`config.mk`:
```
export PLATFORM = sky130hd
export DESIGN_NAME = pla_ea_gen
export DESIGN_NICKNAME = d
export VERILOG_FILES = /design/src/rtl/pla_pkg.sv /design/src/rtl/pla_add.sv /design/src/rtl/pla_decode.sv /design/src/rtl/pla_regfile.sv /design/src/rtl/pla_ea_gen.sv
export SDC_FILE = /design/constraint.sdc
export NUM_CORES = 1
export LEC_CHECK = 0
export BUFFER_PORTS_ARGS = -buffer_cell sky130_fd_sc_hd__buf_2
export CAP_MARGIN = 5
export CORE_ASPECT_RATIO = 1.1
export CORE_UTILIZATION = 25
export CTS_CLUSTER_DIAMETER = 60
export CTS_CLUSTER_SIZE = 25
export DETAILED_ROUTE_END_ITERATION = 6
export GPL_ROUTABILITY_DRIVEN = 0
export GPL_TIMING_DRIVEN = 0
export PLACE_DENSITY_LB_ADDON = 0.08
export RECOVER_POWER = 25
export SETUP_SLACK_MARGIN = 0.02
export SLEW_MARGIN = 0
export SYNTH_ARGS = -nofsm -noshare
export SYNTH_HDL_FRONTEND = slang
export SYNTH_SLANG_ARGS = --single-unit
```
`constraint.sdc`:
```
create_clock -name clk -period 15.4 [get_ports clk]
set_input_delay 2.31 -clock clk [delete_from_list [all_inputs] [get_ports clk]]
set_output_delay 2.31 -clock clk [all_outputs]
set_load 0.02 [all_outputs]
```
`src/rtl/pla_pkg.sv`:
```
package pla_pkg;

    // addressing-mode codes (decoded by the instruction path)
    localparam logic [2:0] AM_ABS16 = 3'd0;
    localparam logic [2:0] AM_ABS20 = 3'd1;
    localparam logic [2:0] AM_IDX8  = 3'd2;
    localparam logic [2:0] AM_IDX16 = 3'd3;
    localparam logic [2:0] AM_IDX20 = 3'd4;
    localparam logic [2:0] AM_POSTX = 3'd5;

    // register slots
    localparam int REG_X = 0;
    localparam int REG_Y = 1;
    localparam int REG_Z = 2;

    typedef enum logic {
        ST_BOOT = 1'b0,
        ST_RUN  = 1'b1
    } seq_state_e;

endpackage

```
`src/rtl/pla_add.sv`:
```
module pla_add #(
    parameter int AW = 20
) (
    input  logic [AW-1:0] a,
    input  logic [AW-1:0] b,
    output logic [AW-1:0] sum
);
    // modulo 2^AW: any carry out of the bank field is dropped
    assign sum = a + b;
endmodule

```
`src/rtl/pla_decode.sv`:
```
module pla_decode
    import pla_pkg::*;
#(
    parameter int AW   = 20,
    parameter int BW   = 4,
    parameter int OW   = 24,
    parameter int NREG = 3,
    parameter int SW   = 2
) (
    input  logic [2:0]    mode,
    input  logic [SW-1:0] idx_sel,
    input  logic [OW-1:0] operand,
    input  logic [BW-1:0] ek,
    output logic          legal,
    output logic          use_idx,
    output logic          is_post,
    output logic [SW-1:0] sel,
    output logic [AW-1:0] off,
    output logic [AW-1:0] step,
    output logic [AW-1:0] abs_ea
);
    localparam int WW   = AW - BW;   // word width inside a bank
    localparam int SHRT = 8;
    localparam int MID  = 16;

    logic idx_ok;
    assign idx_ok = (int'(idx_sel) < NREG);

    always_comb begin
        legal   = 1'b0;
        use_idx = 1'b0;
        is_post = 1'b0;
        sel     = idx_sel;
        off     = '0;
        abs_ea  = '0;
        step    = {{(AW-SHRT){operand[SHRT-1]}}, operand[SHRT-1:0]};
        unique case (mode)
            AM_ABS16: begin
                legal  = 1'b1;
                abs_ea = {ek, operand[WW-1:0]};
            end
            AM_ABS20: begin
                legal  = (operand[OW-1:AW] == '0);
                abs_ea = operand[AW-1:0];
            end
            AM_IDX8: begin
                legal   = idx_ok;
                use_idx = 1'b1;
                off     = {{(AW-SHRT){1'b0}}, operand[SHRT-1:0]};
            end
            AM_IDX16: begin
                legal   = idx_ok;
                use_idx = 1'b1;
                off     = {{(AW-MID){operand[MID-1]}}, operand[MID-1:0]};
            end
            AM_IDX20: begin
                legal   = idx_ok;
                use_idx = 1'b1;
                off     = operand[AW-1:0];
            end
            AM_POSTX: begin
                legal   = 1'b1;
                use_idx = 1'b1;
                is_post = 1'b1;
                sel     = SW'(REG_X);
            end
            default: begin
                legal = 1'b0;
            end
        endcase
    end

    // a long absolute operand with a non-zero top nibble is never legal
    always_comb begin
        if (mode == AM_ABS20 && operand[OW-1:AW] != '0)
            a_r3_top_nibble: assert (!legal);
    end
endmodule

```
`src/rtl/pla_regfile.sv`:
```
module pla_regfile
    import pla_pkg::*;
#(
    parameter int AW   = 20,
    parameter int NREG = 3,
    parameter int SW   = 2
) (
    input  logic               clk,
    input  logic               rst,
    input  logic [NREG*AW-1:0] rst_vals,
    input  logic               ld_en,
    input  logic [SW-1:0]      ld_sel,
    input  logic [AW-1:0]      ld_val,
    input  logic               wb_en,
    input  logic [AW-1:0]      wb_val,
    output logic [NREG*AW-1:0] regs_q,
    output logic               run
);
    seq_state_e state_q, state_d;

    // sequencer: state register
    always_ff @(posedge clk) begin
        if (rst) state_q <= ST_BOOT;
        else     state_q <= state_d;
    end

    // sequencer: next state and output
    always_comb begin
        state_d = state_q;
        run     = 1'b0;
        unique case (state_q)
            ST_BOOT: state_d = ST_RUN;
            ST_RUN: begin
                state_d = ST_RUN;
                run     = 1'b1;
            end
            default: state_d = ST_BOOT;
        endcase
    end

    generate
        for (genvar r = 0; r < NREG; r++) begin : g_reg
            always_ff @(posedge clk) begin
                if (rst)
                    regs_q[r*AW +: AW] <= rst_vals[r*AW +: AW];
                else if (ld_en && int'(ld_sel) == r)
                    regs_q[r*AW +: AW] <= ld_val;
                else if (r == REG_X && wb_en)
                    regs_q[r*AW +: AW] <= wb_val;
            end
        end
    endgenerate

    a_r1_reset_load: assert property (@(posedge clk)
        rst |=> regs_q == $past(rst_vals));

    a_r10_load_x: assert property (@(posedge clk) disable iff (rst)
        (ld_en && ld_sel == SW'(REG_X)) |=> regs_q[REG_X*AW +: AW] == $past(ld_val));

    a_r7_writeback: assert property (@(posedge clk) disable iff (rst)
        (wb_en && !(ld_en && ld_sel == SW'(REG_X))) |=> regs_q[REG_X*AW +: AW] == $past(wb_val));

    a_r11_x_hold: assert property (@(posedge clk) disable iff (rst)
        (!wb_en && !(ld_en && ld_sel == SW'(REG_X))) |=> $stable(regs_q[REG_X*AW +: AW]));
endmodule

```
`src/rtl/pla_ea_gen.sv`:
```
module pla_ea_gen
    import pla_pkg::*;
#(
    parameter int AW      = 20,
    parameter int BW      = 4,
    parameter int OW      = 24,
    parameter int VEC_TOP = 512
) (
    input  logic          clk,
    input  logic          rst,
    input  logic [19:0]   rst_x,
    input  logic [19:0]   rst_y,
    input  logic [19:0]   rst_z,
    input  logic          ld_en,
    input  logic [1:0]    ld_sel,
    input  logic [19:0]   ld_val,
    input  logic          ea_req,
    input  logic [2:0]    mode,
    input  logic [1:0]    idx_sel,
    input  logic [23:0]   operand,
    input  logic [3:0]    ek,
    output logic [19:0]   ea,
    output logic          ea_valid,
    output logic          ea_vector,
    output logic          wb_en,
    output logic [19:0]   wb_val,
    output logic [19:0]   x_q,
    output logic [19:0]   y_q,
    output logic [19:0]   z_q
);
    localparam int NREG = 3;
    localparam int SW   = $clog2(NREG + 1);

    logic [NREG*AW-1:0] regs_q;
    logic               run;
    logic               legal, use_idx, is_post;
    logic [SW-1:0]      sel;
    logic [AW-1:0]      off, step, abs_ea, base, idx_sum, post_sum;
    logic [AW-1:0]      reg_arr [NREG];

    pla_regfile #(.AW(AW), .NREG(NREG), .SW(SW)) u_regs (
        .clk      (clk),
        .rst      (rst),
        .rst_vals ({rst_z, rst_y, rst_x}),
        .ld_en    (ld_en),
        .ld_sel   (ld_sel),
        .ld_val   (ld_val),
        .wb_en    (wb_en),
        .wb_val   (wb_val),
        .regs_q   (regs_q),
        .run      (run)
    );

    pla_decode #(.AW(AW), .BW(BW), .OW(OW), .NREG(NREG), .SW(SW)) u_dec (
        .mode    (mode),
        .idx_sel (idx_sel),
        .operand (operand),
        .ek      (ek),
        .legal   (legal),
        .use_idx (use_idx),
        .is_post (is_post),
        .sel     (sel),
        .off     (off),
        .step    (step),
        .abs_ea  (abs_ea)
    );

    generate
        for (genvar r = 0; r < NREG; r++) begin : g_unpack
            assign reg_arr[r] = regs_q[r*AW +: AW];
        end
    endgenerate

    assign base = (int'(sel) < NREG) ? reg_arr[sel] : '0;

    pla_add #(.AW(AW)) u_idx_add (.a(base),             .b(off),  .sum(idx_sum));
    pla_add #(.AW(AW)) u_post_add (.a(reg_arr[REG_X]), .b(step), .sum(post_sum));

    assign ea_valid  = run && legal;
    assign ea        = !ea_valid ? '0 : (use_idx ? idx_sum : abs_ea);
    assign ea_vector = ea_valid && (ea < AW'(VEC_TOP));
    assign wb_en     = ea_valid && is_post && ea_req;
    assign wb_val    = post_sum;

    assign x_q = reg_arr[REG_X];
    assign y_q = reg_arr[REG_Y];
    assign z_q = reg_arr[REG_Z];

    a_r1_boot_invalid: assert property (@(posedge clk) disable iff (rst)
        $past(rst) |-> !ea_valid);

    a_r2_bank_field: assert property (@(posedge clk) disable iff (rst)
        (ea_valid && mode == AM_ABS16) |-> ea[AW-1:AW-BW] == ek);

    a_r7_post_addr: assert property (@(posedge clk) disable iff (rst)
        (ea_valid && mode == AM_POSTX) |-> ea == x_q);

    a_r8_illegal_quiet: assert property (@(posedge clk) disable iff (rst)
        !ea_valid |-> (ea == '0 && !wb_en && !ea_vector));

    a_r9_vector_range: assert property (@(posedge clk) disable iff (rst)
        ea_vector |-> (ea_valid && ea < AW'(VEC_TOP)));

    a_r11_no_req: assert property (@(posedge clk) disable iff (rst)
        !ea_req |-> !wb_en);
endmodule

```
Word-level counts from Yosys, hierarchy flattened
Cells that the tools add are included.
Word-level totals
  output and inout bits: 103
  register bits: 61
  logic and storage cells: 55
Cells by class
  bitwise logic cells: 1
  reductions and logical operators: 16
  muxes and demuxes: 21
  equality and inequality tests: 7
  add/sub/neg operators: 2
  order comparisons: 4
Operator list (count)
  $mux 20: 12
  $pmux 20 s3: 1
  $add 20x20->20: 2
  $bmux 20 s2: 1
  $pmux 20 s2: 1
  $lt 20x10->1 const B: 1
  $logic_and 1x1->1: 7
  $eq 3x2->1 const B: 2
  $eq 3x3->1 const B: 2
  $eq 2x2->1 const B: 2
  $logic_not 4->1: 1
  $lt 2x2->1 const B: 2
  $mux 1: 4
  $reduce_bool 2->1: 2
  $reduce_or 4->1: 1
  $eq 3x1->1 const B: 1
  $ge 3x3->1 const B: 1
  $logic_not 3->1: 1
  $not 2->3: 1
  $pmux 1 s3: 1
  $reduce_bool 3->1: 1
  $reduce_or 3->1: 1
  $logic_not 2->1: 1
  $mux 2: 1
  $reduce_or 2->1: 1

Longest topological paths before layout
  depth in word-level cells: 12
  gate-level depth with buffers: 18
  gate-level depth less buffers: 16

Hierarchy
Synthesis repeated with hierarchy kept, for this count alone.
Unflattened totals
  cells, all modules: 720
  area total of the unflattened synthesis: 6356.1 um^2
By module, submodules not included
  pla_regfile: times used 1, area an instance 2941.6 um^2, cells each 244, seq. area each 1821.7 um^2
  pla_add: times used 2, area an instance 1001.0 um^2, cells each 132, seq. area each 0.0 um^2
  pla_ea_gen: times used 1, area an instance 829.5 um^2, cells each 126, seq. area each 0.0 um^2
  pla_decode: times used 1, area an instance 583.1 um^2, cells each 86, seq. area each 0.0 um^2

Least setup slack after synthesis
OpenSTA, ideal clock, no wires.
  path type: in2out
  start: in mode[2]
  end: out ea_vector
  arrival: 6.367 ns
  slack: 6.723 ns
  data required time: 13.090 ns
  stages on the path: 17
  path through: buf_2 -> buf_1 -> nand3_1 -> clkbuf_1 -> a31oi_1 -> o21ai_0 -> ha_1 -> a211oi_2 -> o211a_1 -> nor3_2 -> o2111ai_2 -> a21boi_2 -> or3_1 -> nand3_1 -> a221oi_2 -> or4b_1 -> nor4_2
On the way
  longest elaborated chain between the ends: 12
  elaborated cells on any way between the ends: 26
  classes of those cells: 1 x add/sub; 2 x order compare; 5 x eq/ne; 11 x mux; 1 x bitwise; 6 x reduce/logical
RTL lines
  start: declaration: line pla_ea_gen.sv:18  | input logic [2:0] mode,
  $eq 3x3->1: line pla_decode.sv:37  | unique case (mode)
  $mux 2: line pla_decode.sv:37
  $not 2->3 (implied by the code): line pla_ea_gen.sv:74  | assign base = (int'(sel) < NREG) ? reg_arr[sel] : '0;
  $bmux 20 s2: line pla_ea_gen.sv:74
  $mux 20 (implied by the code) (2 in a row): line pla_ea_gen.sv:74
  $mux 20: line pla_ea_gen.sv:74
  $add 20x20->20: line pla_add.sv:9  | assign sum = a + b;
  $mux 20: line pla_ea_gen.sv:80  | assign ea = !ea_valid ? '0 : (use_idx ? idx_sum : abs_ea);
  $mux 20 (*): line pla_ea_gen.sv:80
  via ea[15]: line pla_ea_gen.sv:22  | output logic [19:0] ea,
  $lt 20x10->1 (*): line pla_ea_gen.sv:81  | assign ea_vector = ea_valid && (ea < AW'(VEC_TOP));
  $logic_and 1x1->1 (*): line pla_ea_gen.sv:81
  end: declaration: line pla_ea_gen.sv:24  | output logic ea_vector,
The timed path passes the listed nets; every way through them passes the cells marked *. The select of a mux whose other input is x is not followed.

Worst setup path in the final report
  start: in mode[2]
  end: out ea_vector
On the way
  longest elaborated chain between the ends: 12
  elaborated cells on any way between the ends: 26
  classes of those cells: 1 x add/sub; 2 x order compare; 5 x eq/ne; 11 x mux; 1 x bitwise; 6 x reduce/logical
RTL lines (line)
  $eq 3x3->1: pla_decode.sv:37
  $mux 2: pla_decode.sv:37
  $not 2->3 (implied by the code): pla_ea_gen.sv:74
  $bmux 20 s2: pla_ea_gen.sv:74
  $mux 20 (implied by the code) (2 in a row): pla_ea_gen.sv:74
  $mux 20: pla_ea_gen.sv:74
  $add 20x20->20: pla_add.sv:9
  $mux 20 (2 in a row): pla_ea_gen.sv:80
  $lt 20x10->1: pla_ea_gen.sv:81
  $logic_and 1x1->1 (*): pla_ea_gen.sv:81
Mark *: on every way between the ends. The rest lies on a longest branch, timed or not. The select of a mux whose other input is x is not followed.

==> results summary <==
The run finished with clean final reports. The number of cells upsized or downsized after cts is 0. The number of DRC violations after detailed-routing iteration 0 came out at 198. The floorplan step defined a die boundary enclosing 0.0236 sq mm. The count of buffers added on input and output ports is 218. The portion of the post-synthesis area used by sequential elements is 31.7%. The share of layout cells above drive strength 1 came out at 21.8%. The start-to-end type of the worst setup path is input pin to output pin. The path with the worst hold slack has its endpoint at u_regs.regs_q[0].

The die outline width is 147 um. After floorplanning, the core was divided into 57 placement rows. The largest clock skew in the final design is 5.24 ps. TritonCTS built the clock tree. The worst hold path begins at u_regs.regs_q[0]. The floorplan core area is 0.0223 sq mm. The worst setup path is launched from an input pin.

The maximum clock frequency is 101 MHz. The root buffer cell chosen for the clock tree is clkbuf_16. The final count of hold timing violations is 0.

After synthesis, the largest area contributor takes up 31.3% of total cell area. The total via count in the routed design came out at 6,098. The global-route congestion overflow total came out at 0. The non-filler instance count after layout came out at 1,234. The simple-gate share of the synthesized area came out at 22.3%. The number of warnings printed during yosys synthesis is 0.

The number of remaining DRC errors came out at 0. The biggest area contributor in the post-synthesis netlist is edfxtp_1. The static leakage came out at 3.43 nW. The reg2reg setup slack is 11,820 ps. The sum of negative setup slack came out at 0 ps. The min-delay analysis places its worst path in the category flop to flop. The clock buffer count from CTS came out at 9. The shortest clock period the worst path allows after layout came out at 9860 ps. The transition at the pin with the smallest max-transition slack came out at 1080 ps. Counting every instance in the synthesized netlist gives 703.

The pin count of the biggest net entering global routing came out at 21. The depth of the worst register-to-register path came out at 13. Summed over all layers, the routed wires come to 24,000 um.

The count of final setup violators is 0. Dividing the detail-routed via count by the number of cells gives 4.94. Once placement completed, the tool counted placed cells totaling 1,217. The area fraction in compound gates after synthesis came out at 24.3%.

The area growth from synthesis to layout came out at 30.3%. The launch point of the worst reg-to-reg path is u_regs.regs_q[0]. The routed wire length per instance came out at 19.5 um. The total of max-cap violations is 0. The number of enable-type register cells in the synthesized netlist came out at 60.

After synthesis the netlist holds a flip-flop and latch count of 61. By area the synthesized netlist is led by edfxtp_1 (31%), nand2_1 (9.9%), ha_1 (8.3%). When the netlist entered floorplanning its net count stood at 862. The top-level port count is 222. The maximum clock insertion buffer count is 2. The post-synthesis share of cell area spent on xor and xnor gates is 4.42%. IR analysis of the VDD net gives a maximum drop of 40.1 uV.

Overall power consumption after layout is estimated at 802 uW. The final net count is 1,092. The number of different library cells in the post-synthesis netlist came out at 71.

In the global route stage, overall resource usage came out at 20.2%. The number of pins with negative max-slew slack in the final report came out at 0. The final worst slack is 5540 ps. The post-cts hold buffer count is 0. The synthesized area is 0.00575 sq mm.

STA puts the critical path data required time at 13,090 ps. The first detailed-routing pass took 5 iterations. STA classifies the critical path endpoint as an output pin. The insertion delay of the later-clocked pin in the worst-skew pair is 330 ps. The capturing point of the worst reg2reg path is u_regs.regs_q[18]. The most used flip-flop cell after synthesis is edfxtp_1.

The via count of the first global-routing pass came out at 6,048. The remaining number of nets flagged by the antenna check after routing came out at 0. The post-CTS setup-driven buffer insertion count came out at 0.

The initial antenna violation count came to 2. The data arrival time at the worst-slack endpoint came out at 7550 ps. The pre-CTS setup slack is 5490 ps. The part of the cycle the worst path needs came out at 64.0%. The worst hold path depth is 3.

The largest family of logic cells by synthesized area is compound AO/OA/AOI/OAI gates. The fraction of synthesized area in multiplexers came out at 4.72%. The number of sinks on the clock net is 61. The H-tree was split into 3 levels.

The post-synthesis share of cell area spent on full adders, half adders and majority gates is 8.96%. In this run the tightest slew margin relative to its limit is 27.7%. The largest driver fanout on the critical path came out at 10. The global-route wire length before repair is 35,800 um. The fraction of registers with async set or reset after synthesis came out at 0%. Setup repair after global routing left no endpoint under its margin.

The initial standard-cell utilization of the core came out at 25.8%. In this run the power density over the cells is 107 mW/mm^2. The average instance in the mapped netlist occupies 8.18 sq um. The vertical die dimension is 161 um. The detailed-placement wirelength estimate came out at 19,600 um. After clock tree synthesis, the clock-pin slew on the worst setup and hold paths is 50 ps.
## power by group
group          internal (mW)  total (mW)  switching, mW
sequential             0.210       0.231         0.0209
clock                  0.157       0.231         0.0744
combinational          0.124       0.340          0.217
total                  0.490       0.802          0.312
## cells in the final DEF (no fill, tap or decap), types with 3 or more instances in the layout
| cell type | netlist | final |
|---|---|---|
| buf_1 | 5 | 5 |
| bufinv_16 | 0 | 3 |
| and2_1 | 9 | 9 |
| xnor2_1 | 21 | 21 |
| inv_1 | 14 | 14 |
| a31oi_1 | 20 | 20 |
| edfxtp_1 | 60 | 60 |
| o21ai_0 | 52 | 51 |
| a21o_1 | 15 | 15 |
| a21oi_1 | 47 | 47 |
| a22oi_1 | 21 | 21 |
| clkbuf_16 | 0 | 9 |
| nand2_1 | 152 | 152 |
| nor4_1 | 3 | 3 |
| o21ai_1 | 3 | 3 |
| xor2_1 | 8 | 8 |
| nor3_2 | 3 | 3 |
| nand3_1 | 10 | 10 |
| ha_1 | 38 | 38 |
| buf_2 | 6 | 168 |
| nor3_1 | 8 | 8 |
| o211ai_1 | 4 | 4 |
| o31ai_1 | 3 | 3 |
| or3_1 | 5 | 5 |
| clkbuf_1 | 22 | 79 |
| nor2b_1 | 27 | 27 |
| nand2b_1 | 4 | 4 |
| o21a_1 | 9 | 9 |
| and3_1 | 4 | 4 |
| a211oi_1 | 5 | 5 |
| mux2i_1 | 26 | 26 |
| nor2_1 | 45 | 45 |
## worst max-delay path, stage by stage
cell      delay [ps]
buf_2            120
buf_2            230
buf_1            560
nand3_1          570
clkbuf_1         400
a31oi_1          230
o21ai_0          160
ha_1             430
a211oi_2         330
o21ai_2          150
a31oi_4          230
nor3_2           110
nor4_1           290
a211oi_1          90
a31o_1           210
nor4_1           310
or4b_1           490
nor4_2           130
buf_2            200
## worst max path at each step
stage	startpoint	end	slack, ps	depth (start not counted)
floorplan	mode[2]	ea_vector	6720	17
finish	mode[2]	ea_vector	5540	19
detailed placement	mode[2]	ea_vector	5490	19
global route	mode[2]	ea_vector	5170	19
CTS	mode[2]	ea_vector	5480	19
global placement	mode[2]	ea_vector	5470	19
## kinds of logic (layout without fill, tap and decap cells)
kind of cell,Yosys count,in the layout
muxes,27,27
and+or+nand+nor,282,282
buffers and inverters,52,286
xor gates and xnor gates,29,29
AOI/OAI and AO/OA,212,212
adders and majority gates,40,40
other,0,2
DFF,61,61
## metrics by stage
stage | cell area, sq um | hold slack, ps | utilization (%)
finish | 7490 | 999 | 33.6
global route | 7490 | 1060 | 33.6
CTS | 7560 | 963 | 33.9
detailed placement | 7230 | 954 | 32.4
global placement | 7210 | 968 | 32.3
floorplan | 5750 | 1050 | -
## routing by layer
metal	GRT usage (%)	vias up	routed length [um]	part of all wire, %
met4	7.05	0	533	2.2
met3	2.26	26	1280	5.3
met2	34.3	228	11600	48
li1	-	3038	-	-
met1	26.4	2806	10600	44
met5	0	-	0	0
## registers in the layout, indices dropped and copies added, names as in the netlist
| signal | count |
|---|---|
| u_regs.regs_q | 60 |
| u_regs.state_q | 1 |
## Yosys cell counts, drive strengths merged (5+ instances only)
library cell / number
nor2: 45
xor2: 8
a31oi: 21
a22oi: 21
a21o: 15
a211oi: 6
ha: 38
edfxtp: 60
and2: 9
mux2i: 26
inv: 16
xnor2: 21
nand3: 10
or3: 5
nand2: 152
a21oi: 47
nor2b: 27
nor3: 11
clkbuf: 22
o21ai: 56
buf: 12
o21a: 9
## layout make-up
type                    count  area, sq um
fillers                  2457        14800
clock inverters             5          100
plain buffers              34          139
well taps                 295          369
repair buffers            219         1040
diodes                      2         5.00
inverters                  18         67.6
clock buffers              10          229
multi-input cells         590         3730
flip-flops and latches     61         1820
(Power assumes the default switching activity.)
